$ cat config.mk
export PLATFORM = sky130hd
export DESIGN_NAME = addr_bitreg
export DESIGN_NICKNAME = d
export VERILOG_FILES = /design/src/rtl/addr_bitreg.sv
export SDC_FILE = /design/constraint.sdc
export NUM_CORES = 1
export LEC_CHECK = 0
export BUFFER_PORTS_ARGS = -buffer_cell sky130_fd_sc_hd__buf_2
export CAP_MARGIN = 20
export CORE_AREA = 3 3 40 42
export DETAILED_ROUTE_END_ITERATION = 12
export DIE_AREA = 0 0 43 45
export GPL_TIMING_DRIVEN = 0
export PLACE_DENSITY = 0.52
export SLEW_MARGIN = 20
export SYNTH_ARGS = -nofsm -noshare
export SYNTH_HDL_FRONTEND = slang
export SYNTH_SLANG_ARGS = --single-unit
$ cat constraint.sdc
create_clock -name clk -period 0.9 [get_ports clk]
set_clock_uncertainty 0.1 [all_clocks]
set_input_delay 0.09 -clock clk [delete_from_list [all_inputs] [get_ports clk]]
set_output_delay 0.09 -clock clk [all_outputs]
set_load 0.005 [all_outputs]
$ cat src/rtl/addr_bitreg.sv
module addr_bitreg #(
  parameter int AW = 3,
  localparam int W = 1 << AW
) (
  input  logic          clk,
  input  logic          rst,
  input  logic          din,
  input  logic [AW-1:0] sel,
  input  logic          wr_n,
  input  logic          clr_n,
  output logic [W-1:0]  q
);

  logic [W-1:0] hit;
  logic [W-1:0] q_nxt;

  assign hit = W'(1) << sel;

  always_comb begin
    unique case ({wr_n, clr_n})
      2'b01:   q_nxt = (q & ~hit) | (din ? hit : '0);
      2'b11:   q_nxt = q;
      2'b00:   q_nxt = din ? hit : '0;
      default: q_nxt = '0;
    endcase
  end

  always_ff @(posedge clk) begin
    if (rst) q <= '0;
    else     q <= q_nxt;
  end

endmodule

==> impl_metrics.toml <==
[status]
status = "completed"

[critical_path]
crit_required_ns = 0.71
worstPathCellList = "buf_2"
critPathLaunchType = "flop"
reg2reg_to = "q[0]$_SDFFE_PP0P_"
cp_max_fo = 2
crit_type = "flop to output pin"
cp_num_buf_inv = 1
crit_family = "flip-flops"
end_kind = "output pin"
critPathSlowestCell = "dfxtp_2"
critical_path_arrival_ns = 0.68
r2r_cells = 2
r2r_slack_ns = 0.18
slowest_delay_ns = 0.32
r2r-start = "q[0]$_SDFFE_PP0P_"
crit_start = "q[6]$_SDFFE_PP0P_"
path_depth = 1

[power_and_ir_drop]
cellLeakagePower_nw = 0.216
irDropWorstVdd_mv = 0.493
power_per_cell_area_nw_per_um2 = 1380

[die]
die-area_sq_um = 1940
ios = 16
start_util_pct = 30.7
rows = 13
fp.dieH_um = 45
design.core.area_sq_um = 1280
die_w_um = 43

[clocking]
h-tree-depth = 1
ctsHoldBuffers = 0
cts_root_buffer = "clkbuf_4"
numCtsBuffers = 3
path_clk_slew_ns = 0.05
post_cts_buffers = 0
clk_latency_ns = 0.25
cts.sinks = 8
cts.path.max_buffers = 2
cts_tree = "yes"

[sta]
hold_slack_ns = 0.103
fmax_mhz = 1150
fin_crit_sh_pct = 96.8
fin_tns_setup_ns = 0
drv_slew = 0
worst_pin_slew_ns = 0.336
rsz0062_at_grt = "true"
hold_viol_final = 0
slew_headroom_pct = 77.3
setup_viol = 0
fin_crit_ns = 0.871

[hold_path]
hp-class = "input port to flop"
min_to = "q[2]$_SDFFE_PP0P_"
hold-path-cell-count = 3
min_from = "rst"

[global_routing]
grt_first_pass_wirelength_um = 1410
grt_max_degree = 10
grtUsageTotal_pct = 9.66
antenna_found_initial = 0
grt.overflow.total = 0
grt_pass1_vias = 331

[route]
drt_iter0_drc = 2
firstDrtPassIters = 2
wire_per_inst_um = 12.7
finalWirelength_um = 850
vias = 339
remaining_drc_errors = 0
vias_per_cell = 5.06
antenna_left = 0

[cells_and_area]
num-nets-final = 62
area_delta_synth_final_pct = 32.1
top_regs = "q (8)"
fillCellCount = 126
drive_gt1_share_pct = 50.0
regMostFlops = "q"
largest_register_ffs = 8
diodes = 0

[synth]
yosysSeqAreaShare_pct = 40.6
synthesis.nets = 43
ys_seq_elements = 8
yosysTopAreaCellShare_pct = 40.6
synth_top_area_cell = "dfxtp_1"
ys_top_cells_by_area = "dfxtp_1, mux2i_1, nand3b_1, nor4b_1, and4bb_1"
yosysWarnings = 0
synth_cells = 35
synth.cell_area_sq_um = 394
syn_area_per_cell_sq_um = 11.3
synth.distinct_cells = 11

[placed_design]
portBuffers = 14
gp_congestion = 0.583

[run]
drv_cap = 0
==> cell usage after synthesis (all sizes together) <==
master / instances
nor4b: 3
nand2b: 1
dfxtp: 8
mux2i: 8
nor4: 1
nand4b: 1
nand3b: 8
clkbuf: 1
buf: 1
and4bb: 3
==> worst max-delay path by stage <==
stage                                    to  slack [ns]
after floorplan           q[1]$_SDFFE_PP0P_        0.10
after global placement    q[1]$_SDFFE_PP0P_       -0.13
after detailed placement  q[1]$_SDFFE_PP0P_       -0.12
after CTS                              q[6]       0.005
after global routing                   q[0]      -0.002
final                                  q[6]        0.03
==> cells in the final DEF (no fill, tap or decap), drive strengths merged <==
cell     n
mux2i    8
dfxtp    8
nand2b   1
nor4b    3
clkbuf   4
nand4b   1
nand3b   8
nor4     1
buf     15
and4bb   3
==> kinds of logic after synthesis <==
group / count (synthesis) / share of synthesized area (%)
buffers and inverters: 2 / 2.22
muxes: 8 / 20.3
and+or+nand+nor: 17 / 36.8
DFF: 8 / 40.6
==> metal layers <==
metal / wire length [um] / GRT usage [%] / up-vias
met4: 5 / 7.23 / 0
met3: 60 / 3.19 / 2
met1: 427 / 12.8 / 157
met5: 0 / 0 / -
met2: 356 / 12.9 / 10
li1: - / - / 170
==> layout make-up <==
cell class	instances	area, sq um	share of cell area [%]
Timing Repair Buffer	14	76.3	14.7
Buffer	2	8.76	1.68
Multi-Input combinational cell	25	225	43.3
Clock buffer	3	22.5	4.33
Tap cell	15	18.8	3.61
Sequential cell	8	169	32.5
==> what timing repair did <==
| action | CTS | global route |
|---|---|---|
| endpoints found under the hold margin | 0 | 0 |
| resized for setup | 0 | 8 |
| endpoints found under the setup margin | 0 | 7 |
==> through the flow <==
| step | instance area [sq um] | setup WS, ns | total power [mW] | instances | utilization, % |
|---|---|---|---|---|---|
| final | 520 | 0.0288 | 0.718 | 67 | 40.5 |
| after detailed placement | 483 | -0.124 | 0.448 | 64 | 37.6 |
| after global routing | 520 | -0.00225 | 0.753 | 67 | 40.5 |
| after global placement | 483 | -0.134 | 0.447 | 64 | 37.6 |
| after CTS | 505 | 0.00477 | 0.726 | 67 | 39.3 |
| after floorplan | 394 | 0.104 | 0.408 | 35 | - |
==> report_power, final <==
group	internal [mW]	switching, mW	leakage (nW)	total (mW)
combinational	0.0383	0.0406	0.134	0.0789
clock	0.153	0.123	0.0138	0.276
sequential	0.360	0.00243	0.0681	0.363
(Power assumes the default switching activity.)
